**config.mk**
```make
export PLATFORM = sky130hd
export DESIGN_NAME = f2i_convert
export DESIGN_NICKNAME = d
export VERILOG_FILES = /design/src/rtl/f2i_pkg.sv /design/src/rtl/f2i_classify.sv /design/src/rtl/f2i_align.sv /design/src/rtl/f2i_round_carry.sv /design/src/rtl/f2i_convert.sv
export SDC_FILE = /design/constraint.sdc
export NUM_CORES = 1
export LEC_CHECK = 0
export BUFFER_PORTS_ARGS = -buffer_cell sky130_fd_sc_hd__buf_2
export CORE_ASPECT_RATIO = 0.75
export CORE_MARGIN = 2
export CORE_UTILIZATION = 47
export CTS_CLUSTER_SIZE = 40
export DETAILED_ROUTE_END_ITERATION = 16
export PLACE_DENSITY = 0.71
export SLEW_MARGIN = 20
export SYNTH_ARGS = -nofsm -noshare
export SYNTH_HDL_FRONTEND = slang
export SYNTH_SLANG_ARGS = --single-unit
```
**constraint.sdc**
```tcl
create_clock -name clk -period 12.2 [get_ports clk]
set_clock_uncertainty 0.15 [all_clocks]
set_input_delay 1.83 -clock clk [delete_from_list [all_inputs] [get_ports clk]]
set_output_delay 1.83 -clock clk [all_outputs]
set_load 0.02 [all_outputs]
```
**src/rtl/f2i_pkg.sv**
```systemverilog
// Package: format constants and rounding-mode encoding shared by the
// converter, its sub-blocks and its checker. Assumes a binary interchange
// float with a hidden leading one and an integer no wider than the shifter.
package f2i_pkg;
    parameter int EXP_W    = 8;
    parameter int FRAC_W   = 23;
    parameter int INT_W    = 32;
    localparam int FLT_W    = 1 + EXP_W + FRAC_W;
    localparam int MANT_W   = FRAC_W + 1;
    localparam int BIAS     = (1 << (EXP_W - 1)) - 1;
    localparam int EXP_SAT  = BIAS + INT_W;   // first exponent that always saturates
    localparam int EXP_HALF = BIAS - 1;       // exponent of values in [0.5, 1)
    localparam int SH_W     = $clog2(INT_W) + 2;

    typedef enum logic [1:0] {
        RM_NEAR = 2'b00,
        RM_UP   = 2'b01,
        RM_DOWN = 2'b10,
        RM_ZERO = 2'b11
    } rmode_e;
endpackage

```
**src/rtl/f2i_classify.sv**
```systemverilog
// Module: splits the operand into special-value classes and the significand
// with its hidden bit restored. Assumes the hidden bit is 1 only for
// non-zero exponents that are not all ones.
module f2i_classify
    import f2i_pkg::*;
(
    input  logic [FLT_W-1:0]  op_bits,
    output logic              is_nan,
    output logic              is_zero,
    output logic              is_denorm,
    output logic [MANT_W-1:0] mant
);
    logic [EXP_W-1:0]  exp_f;
    logic [FRAC_W-1:0] frac_f;
    logic              exp_min, exp_max;

    // Decode the operand fields into classes.
    always_comb begin
        exp_f     = op_bits[FLT_W-2:FRAC_W];
        frac_f    = op_bits[FRAC_W-1:0];
        exp_min   = (exp_f == '0);
        exp_max   = (exp_f == '1);
        is_nan    = exp_max && (frac_f != '0);
        is_zero   = exp_min && (frac_f == '0);
        is_denorm = exp_min && (frac_f != '0);
        mant      = {!exp_min && !exp_max, frac_f};
    end
endmodule

```
**src/rtl/f2i_align.sv**
```systemverilog
// Module: places the significand so that the integer part and a full-width
// remainder come out of one right shift. Assumes the exponent lies between
// EXP_HALF and EXP_SAT-1; outputs outside that range are don't-care.
module f2i_align
    import f2i_pkg::*;
(
    input  logic [EXP_W-1:0]  exp_f,
    input  logic [MANT_W-1:0] mant,
    output logic [INT_W-1:0]  ipart,
    output logic [INT_W-1:0]  rem
);
    localparam int WIDE_W = 2 * INT_W;
    logic [SH_W-1:0]   sh;
    logic [WIDE_W-1:0] wide;

    // Shift the left-justified significand down by the distance to the top exponent.
    always_comb begin
        sh    = SH_W'((EXP_SAT - 1) - int'(exp_f));
        wide  = {mant, {(WIDE_W - MANT_W){1'b0}}} >> sh;
        ipart = wide[WIDE_W-1:INT_W];
        rem   = wide[INT_W-1:0];
    end
endmodule

```
**src/rtl/f2i_round_carry.sv**
```systemverilog
// Module: forms the rounding increment for the selected mode and reports
// whether adding it to the remainder carries into the integer part.
// Assumes the remainder's top bit weighs one-half.
module f2i_round_carry
    import f2i_pkg::*;
(
    input  rmode_e            rm,
    input  logic              neg,
    input  logic              ipart_lsb,
    input  logic [INT_W-1:0]  rem,
    output logic              carry
);
    localparam logic [INT_W-1:0] HALF  = {1'b1, {(INT_W-1){1'b0}}};
    localparam logic [INT_W-1:0] BELOW = {1'b0, {(INT_W-1){1'b1}}};
    logic [INT_W-1:0] incr;
    logic [INT_W:0]   sum;

    // Pick the increment and detect the carry out of remainder plus increment.
    always_comb begin
        case (rm)
            RM_NEAR: incr = ipart_lsb ? HALF : BELOW;
            RM_UP:   incr = neg ? '0 : '1;
            RM_DOWN: incr = neg ? '1 : '0;
            default: incr = '0;
        endcase
        sum   = {1'b0, rem} + {1'b0, incr};
        carry = sum[INT_W];
    end
endmodule

```
**src/rtl/f2i_convert.sv**
```systemverilog
// Module: top of the float-to-integer converter. Selects among the NaN,
// saturating, in-range and sub-half paths, applies signedness rules and
// registers result and flags. Assumes one operand per cycle at most.
module f2i_convert
    import f2i_pkg::*;
(
    input  logic              clk,
    input  logic              rst_n,
    input  logic              in_valid,
    input  logic [FLT_W-1:0]  in_bits,
    input  logic              signed_mode,
    input  logic              trunc_mode,
    input  logic [1:0]        rmode,
    output logic              out_valid,
    output logic [INT_W-1:0]  out_int,
    output logic              out_invalid,
    output logic              out_inexact,
    output logic              out_denorm
);
    localparam logic [INT_W-1:0] ALL1 = '1;
    localparam logic [INT_W-1:0] SMAX = {1'b0, {(INT_W-1){1'b1}}};
    localparam logic [INT_W-1:0] SMIN = {1'b1, {(INT_W-1){1'b0}}};

    logic              is_nan, is_zero, is_denorm, carry, neg;
    logic [MANT_W-1:0] mant;
    logic [EXP_W-1:0]  exp_f;
    logic [INT_W-1:0]  ipart, rem, res_d, lim;
    logic              inv_d, inx_d;
    rmode_e            rm_eff;

    f2i_classify u_class (
        .op_bits(in_bits), .is_nan(is_nan), .is_zero(is_zero),
        .is_denorm(is_denorm), .mant(mant)
    );

    f2i_align u_align (
        .exp_f(exp_f), .mant(mant), .ipart(ipart), .rem(rem)
    );

    f2i_round_carry u_round (
        .rm(rm_eff), .neg(neg), .ipart_lsb(ipart[0]), .rem(rem), .carry(carry)
    );

    // Effective rounding mode, exponent field and sign after NaN handling.
    always_comb begin
        rm_eff = trunc_mode ? RM_ZERO : rmode_e'(rmode);
        exp_f  = in_bits[FLT_W-2:FRAC_W];
        neg    = in_bits[FLT_W-1] && !(is_nan && !signed_mode);
    end

    // Select the integer result and the invalid and inexact flags.
    always_comb begin
        res_d = '0;
        inv_d = 1'b0;
        inx_d = 1'b0;
        lim   = neg ? SMIN : SMAX;
        if (signed_mode && is_nan) begin
            inv_d = 1'b1;
        end else if (exp_f >= EXP_W'(EXP_SAT)) begin
            inv_d = 1'b1;
            if (signed_mode) res_d = lim;
            else             res_d = neg ? '0 : ALL1;
        end else if (exp_f >= EXP_W'(EXP_HALF)) begin
            res_d = ipart;
            if (carry) begin
                if (ipart != ALL1) res_d = ipart + INT_W'(1);
                else if (!signed_mode) inv_d = 1'b1;
            end
            if (!signed_mode) begin
                if (neg && res_d != '0) begin
                    res_d = '0;
                    inv_d = 1'b1;
                end else if (rem != '0) begin
                    inx_d = 1'b1;
                end
            end else begin
                if (res_d > lim) begin
                    res_d = lim;
                    inv_d = 1'b1;
                end else if (rem != '0) begin
                    inx_d = 1'b1;
                end
                if (neg) res_d = INT_W'(0) - res_d;
            end
        end else if (!is_zero) begin
            inx_d = 1'b1;
            if (rm_eff == RM_UP && !neg) begin
                res_d = INT_W'(1);
            end else if (rm_eff == RM_DOWN && neg) begin
                if (signed_mode) res_d = ALL1;
                else             inv_d = 1'b1;
            end
        end
    end

    // Output register: valid follows input valid, data loads on valid.
    always_ff @(posedge clk) begin
        if (!rst_n) begin
            out_valid   <= 1'b0;
            out_int     <= '0;
            out_invalid <= 1'b0;
            out_inexact <= 1'b0;
            out_denorm  <= 1'b0;
        end else begin
            out_valid <= in_valid;
            if (in_valid) begin
                out_int     <= res_d;
                out_invalid <= inv_d;
                out_inexact <= inx_d;
                out_denorm  <= is_denorm;
            end
        end
    end
endmodule

```
### Word-level counts from Yosys, hierarchy flattened

Index checks and enable logic that the tools add are counted.

| word-level totals | value |
|---|---|
| logic and storage cells | 85 |
| register bits | 36 |
| output and inout bits | 36 |
| bits of input ports | 39 |

| operators by class | value |
|---|---|
| $lt $le $gt $ge | 3 |
| multiplexer cells | 47 |
| add/sub/neg operators | 4 |
| reduce and logical (&&, ||, !) cells | 21 |
| shifts and indexed selects | 1 |
| equality and inequality tests | 4 |

Operators by type and width:

| kind | count |
|---|---|
| $mux W32 | 25 |
| $pmux W32 S3 | 1 |
| $reduce_bool A32 Y1 | 2 |
| $shr A64 B7 Y64 | 1 |
| $add A32 B32 Y33 | 1 |
| $add A32 B1 Y32 const B | 1 |
| $gt A32 B32 Y1 | 1 |
| $ne A32 B32 Y1 const B | 1 |
| $sub A1 B32 Y32 const A | 1 |
| $logic_not A23 Y1 | 1 |
| $reduce_bool A23 Y1 | 1 |
| $mux W1 | 20 |
| $logic_and A1 B1 Y1 | 10 |
| $eq A8 B8 Y1 const B | 1 |
| $ge A8 B7 Y1 const B | 1 |
| $ge A8 B8 Y1 const B | 1 |
| $logic_not A8 Y1 | 1 |
| $sub A5 B7 Y7 const A | 1 |
| $logic_not A1 Y1 | 5 |
| $eq A2 B1 Y1 const B | 1 |
| $eq A2 B2 Y1 const B | 1 |
| $logic_not A2 Y1 | 1 |
| $mux W2 | 1 |

### Longest topological paths before layout

| logic depth | value |
|---|---|
| depth after elaboration | 24 |
| mapped depth | 44 |
| depth with buffers taken out | 38 |

### Cells and area by module

Synthesis repeated with hierarchy kept, for this count alone.

| unflattened totals | value |
|---|---|
| cell total of the unflattened synthesis | 1212 |
| area total of the unflattened synthesis | 8762.2 µm² |

By module, submodules not included:

| module | instances | sequential area each (µm²) | cells an instance | area an instance (µm²) |
|---|---|---|---|---|
| f2i_convert | 1 | 720.7 | 726 | 5056.1 |
| f2i_align | 1 | 0.0 | 363 | 2700.1 |
| f2i_round_carry | 1 | 0.0 | 83 | 709.4 |
| f2i_classify | 1 | 0.0 | 40 | 296.5 |

### Worst setup path after synthesis

OpenSTA, ideal clock, no wires.

| timing | value |
|---|---|
| path kind | input port to flip-flop |
| start | input port in_bits[23] |
| end | register out_int[20] |
| stages on the path | 40 |
| setup time | 0.069 ns |
| arrival | 11.151 ns |
| setup slack | 0.830 ns |
| cells stage by stage | inv_2 -> buf_2 -> ha_1 -> buf_6 -> buf_8 -> mux2i_1 -> mux2i_1 -> o221ai_1 -> and2_1 -> a2111oi_0 -> nor2_1 -> ha_1 -> nand3_1 -> nor3_1 -> o21ai_0 -> nor2_1 -> o2111ai_1 -> o31a_1 -> (+4 left out) -> ha_1 -> a21o_1 -> a221oi_1 -> o21ai_0 -> o21ai_0 -> o211a_1 -> a21oi_1 -> clkbuf_1 -> clkbuf_1 -> clkbuf_1 -> o21ai_0 -> ha_1 -> o311ai_0 -> nand2b_1 -> o41ai_1 -> a21oi_1 -> or4_1 -> o21ai_1 |

| between the ends | value |
|---|---|
| longest elaborated chain between the ends | 24 |
| elaborated cells between the ends (all ways) | 50 |

RTL lines:

| what | line | text |
|---|---|---|
| start, declared | f2i_convert.sv:10 | `input logic [FLT_W-1:0] in_bits,` |
| parallel branches: the longest is 23 deep, another holds $add A32 B32 Y33 | -- |  |
| $mux W32 (*) | f2i_convert.sv:57 | `if (signed_mode && is_nan) begin` |
| end signal, assigned | f2i_convert.sv:107 | `out_int <= res_d;` |
| end, declared | f2i_convert.sv:15 | `output logic [INT_W-1:0] out_int,` |

Mark *: on every way between the ends. The select of a mux whose other input is x is not followed.
A chain may end at the register's enable or synchronous reset.

### Worst setup path in the final report

| timing | value |
|---|---|
| start | input port in_bits[24] |
| end | register out_int[24] |

Same word-level chain as after synthesis.

==> impl_metrics.tcl <==
set metrics [dict create \
    reg2reg_to "out_int[20]$_SDFFE_PN0P_" \
    slowest_delay_ps 630 \
    htreeDepth 2 \
    relSlewSlack_pct 22.6 \
    wl_per_cell_um 26.3 \
    synthFlopType "dfxtp_1" \
    row_count 43 \
    cts_made_buffers 5 \
    globalRouteMet3Util_pct 18.7 \
    worstSetupPathType "in2reg" \
    yosys_warnings 0 \
    endpoint_kind "flip-flop" \
    yosysMostFrequentCell "nor2_1" \
    r2r_cells 5 \
    slew_violations 0 \
    grt_overflow 0 \
    drt-pass1-iter-count 8 \
    setup_violations 0 \
    start_util_pct 48.0 \
    clock_sink_count 36 \
    syn_inst 1264 \
    cts-hold-fix-buffers 0 \
    setup_tns_ps 0 \
    antenna_found_initial 1 \
    worstSkewPairLatency_ps 280 \
    syn_nets 1374 \
    worst_ir_drop_vdd_v 0.0000727 \
    r2r_start "out_int[20]$_SDFFE_PN0P_" \
    grt_pass1_wl_um 61300 \
    ys_ff_latch 36 \
    fin_nets 1436 \
    grt_setup_unrepaired "false" \
    max_freq_mhz 87.8 \
    finalWorstSetupSlack_ps 816 \
    status "complete, no violations" \
    die-area_um2 20000 \
    leakage_nw 4.05 \
    p_per_area_nw_per_um2 86.3 \
    core_um2 18500 \
    netlist_area_um2 8890 \
    cp_common_cell "buf_4" \
    drive_gt1_share_pct 15.4 \
    min_path_type "reg2reg" \
    drtAntennaViolNets 0 \
    vias 11300 \
    dp_hpwl_um 32400 \
    hold_depth 2 \
    grt_busiest_layer "met1" \
    drc 0 \
    hold_start "out_denorm$_SDFFE_PN0P_" \
    hold_end "out_denorm$_SDFFE_PN0P_" \
    met2_usage_pct 51.2 \
    grt_pass1_vias 9724 \
    clkTransAtPathRegs_ps 70 \
    io_buffers 74 \
    cts_buffer_depth 2 \
    synth_edf_count 0 \
    finalCritPeriodShare_pct 93.3 \
    max_slew.worst_pin.slew_ps 1150 \
    pin_count 75 \
    worstPathArrival_ps 11410 \
    gp_congestion 1.08 \
    synth.avg_cell_area_um2 7.03 \
    die_w_um 163 \
    start_kind "primary input" \
    cp_max_fo 38 \
    yosys-top-cells-area "ha_1 10%, dfxtp_1 8.1%, nor2_1 5.7%" \
    grt_max_degree 54 \
    dpl_worst_slack_ps 895 \
    hold_viol 0 \
    grtUsageMet1_pct 60.4 \
    crit_slowest_cell "xnor2_1" \
    async_reset_ff_share_pct 0 \
    cp.required_ps 12220 \
    cts_tree "done" \
    ctsRootBufferMaster "clkbuf_16" \
    area_growth_pct 10.6 \
    synth_common_cells "134 x nor2_1, 115 x nand2_1, 96 x a21oi_1, 77 x o21ai_0, 71 x ha_1" \
    fin_crit_ps 11380 \
    die_h_um 123 \
    cts_resized 0 \
    yosysSeqAreaShare_pct 8.11 \
    finalWirelength_um 41400 \
    yosys.area.top_type "ha_1" \
    cap_violations 0 \
    final_core_util_pct 53.1 \
    drt_iter0_markers 2049 \
    synth_cell_types 92 \
    grt_usage_pct 40.1 \
    synth_top_cell_area_share_pct 10.0 \
    r2r_setup_slack_ps 10250 \
    post_drt_via_cell_ratio 7.18 \
    post_cts.repair.setup_buffers 0 \
]
## area by class of cell
| type | count | area [um2] |
|---|---|---|
| flip-flops and latches | 36 | 721 |
| repair buffers | 127 | 781 |
| inverters | 26 | 97.6 |
| fillers | 1858 | 8680 |
| well taps | 247 | 309 |
| clock buffers | 5 | 125 |
| diodes | 1 | 2.50 |
| multi-input cells | 1130 | 7750 |
| clock inverters | 3 | 46.3 |
## metal layers
metal  wire length [um]  vias to the layer above
met5                 51                        -
met4                836                        2
met3               7440                      107
met2              15000                      920
met1              18100                     5218
li1                   -                     5057
## critical path, delay by kind of cell
family,cells,cell delay [ps]
mux,1,260
buf+inv,7,1790
compound gates,15,3430
xor+xnor,2,780
fa+ha+maj,4,1280
simple gates,11,2030
## cells by family (layout without fill, tap and decap cells)
| group | Yosys count | in the layout | synth area share [%] |
|---|---|---|---|
| XOR/XNOR | 31 | 31 | 3.14 |
| AO/OA/AOI/OAI | 431 | 431 | 33.1 |
| other | 0 | 1 | 0 |
| adder cells (fa/ha/maj) | 71 | 71 | 10.0 |
| buffers and inverters | 98 | 161 | 5.15 |
| AND/OR/NAND/NOR | 514 | 514 | 29.1 |
| multiplexers | 83 | 83 | 11.4 |
| flip-flops | 36 | 36 | 8.11 |
## through the flow
step,instances,power [mW],hold WS (ps),instance area (um2)
after detailed placement,1566,0.660,299,9650
after global routing,1575,0.879,340,9830
after floorplan,1264,0.484,390,8890
after global placement,1566,0.665,299,9650
final,1575,0.849,313,9830
after CTS,1574,0.813,313,9830
## worst max-delay path by stage
stage                     depth (start not counted)   startpoint                  endpoint
after CTS                                        39  in_bits[24]  out_int[24]$_SDFFE_PN0P_
after floorplan                                  40  in_bits[23]  out_int[20]$_SDFFE_PN0P_
after global placement                           37  in_bits[24]  out_int[21]$_SDFFE_PN0P_
after global routing                             36  in_bits[24]  out_int[21]$_SDFFE_PN0P_
after detailed placement                         39  in_bits[24]  out_int[24]$_SDFFE_PN0P_
final                                            40  in_bits[24]  out_int[24]$_SDFFE_PN0P_
## sequential cells by signal (all words and copies together), names as in the netlist
| register | flops |
|---|---|
| out_invalid | 1 |
| out_int | 32 |
| out_valid | 1 |
| out_inexact | 1 |
| out_denorm | 1 |
## layout by cell type (no fill, tap or decap), types with 18 or more instances in the layout
master	synthesis	routed
nor2_1	134	133
nand2_1	115	115
a21oi_1	96	95
o21ai_0	77	77
buf_2	12	74
ha_1	71	71
buf_4	5	52
mux2i_1	50	50
nor3_1	50	50
nand3_1	48	48
dfxtp_1	36	36
nor4_1	30	30
o22ai_1	25	25
inv_1	24	24
o211ai_1	23	23
nand4_1	23	23
a21o_1	24	23
mux2_2	21	21
and3_1	19	19
xnor2_1	21	18
## power breakdown
part,total [mW],internal [mW],leakage [nW],switching (mW)
Combinational,0.561,0.183,3.67,0.378
Clock,0.155,0.0972,0.0804,0.0574
Sequential,0.133,0.127,0.296,0.00562
(Power assumes the default switching activity.)
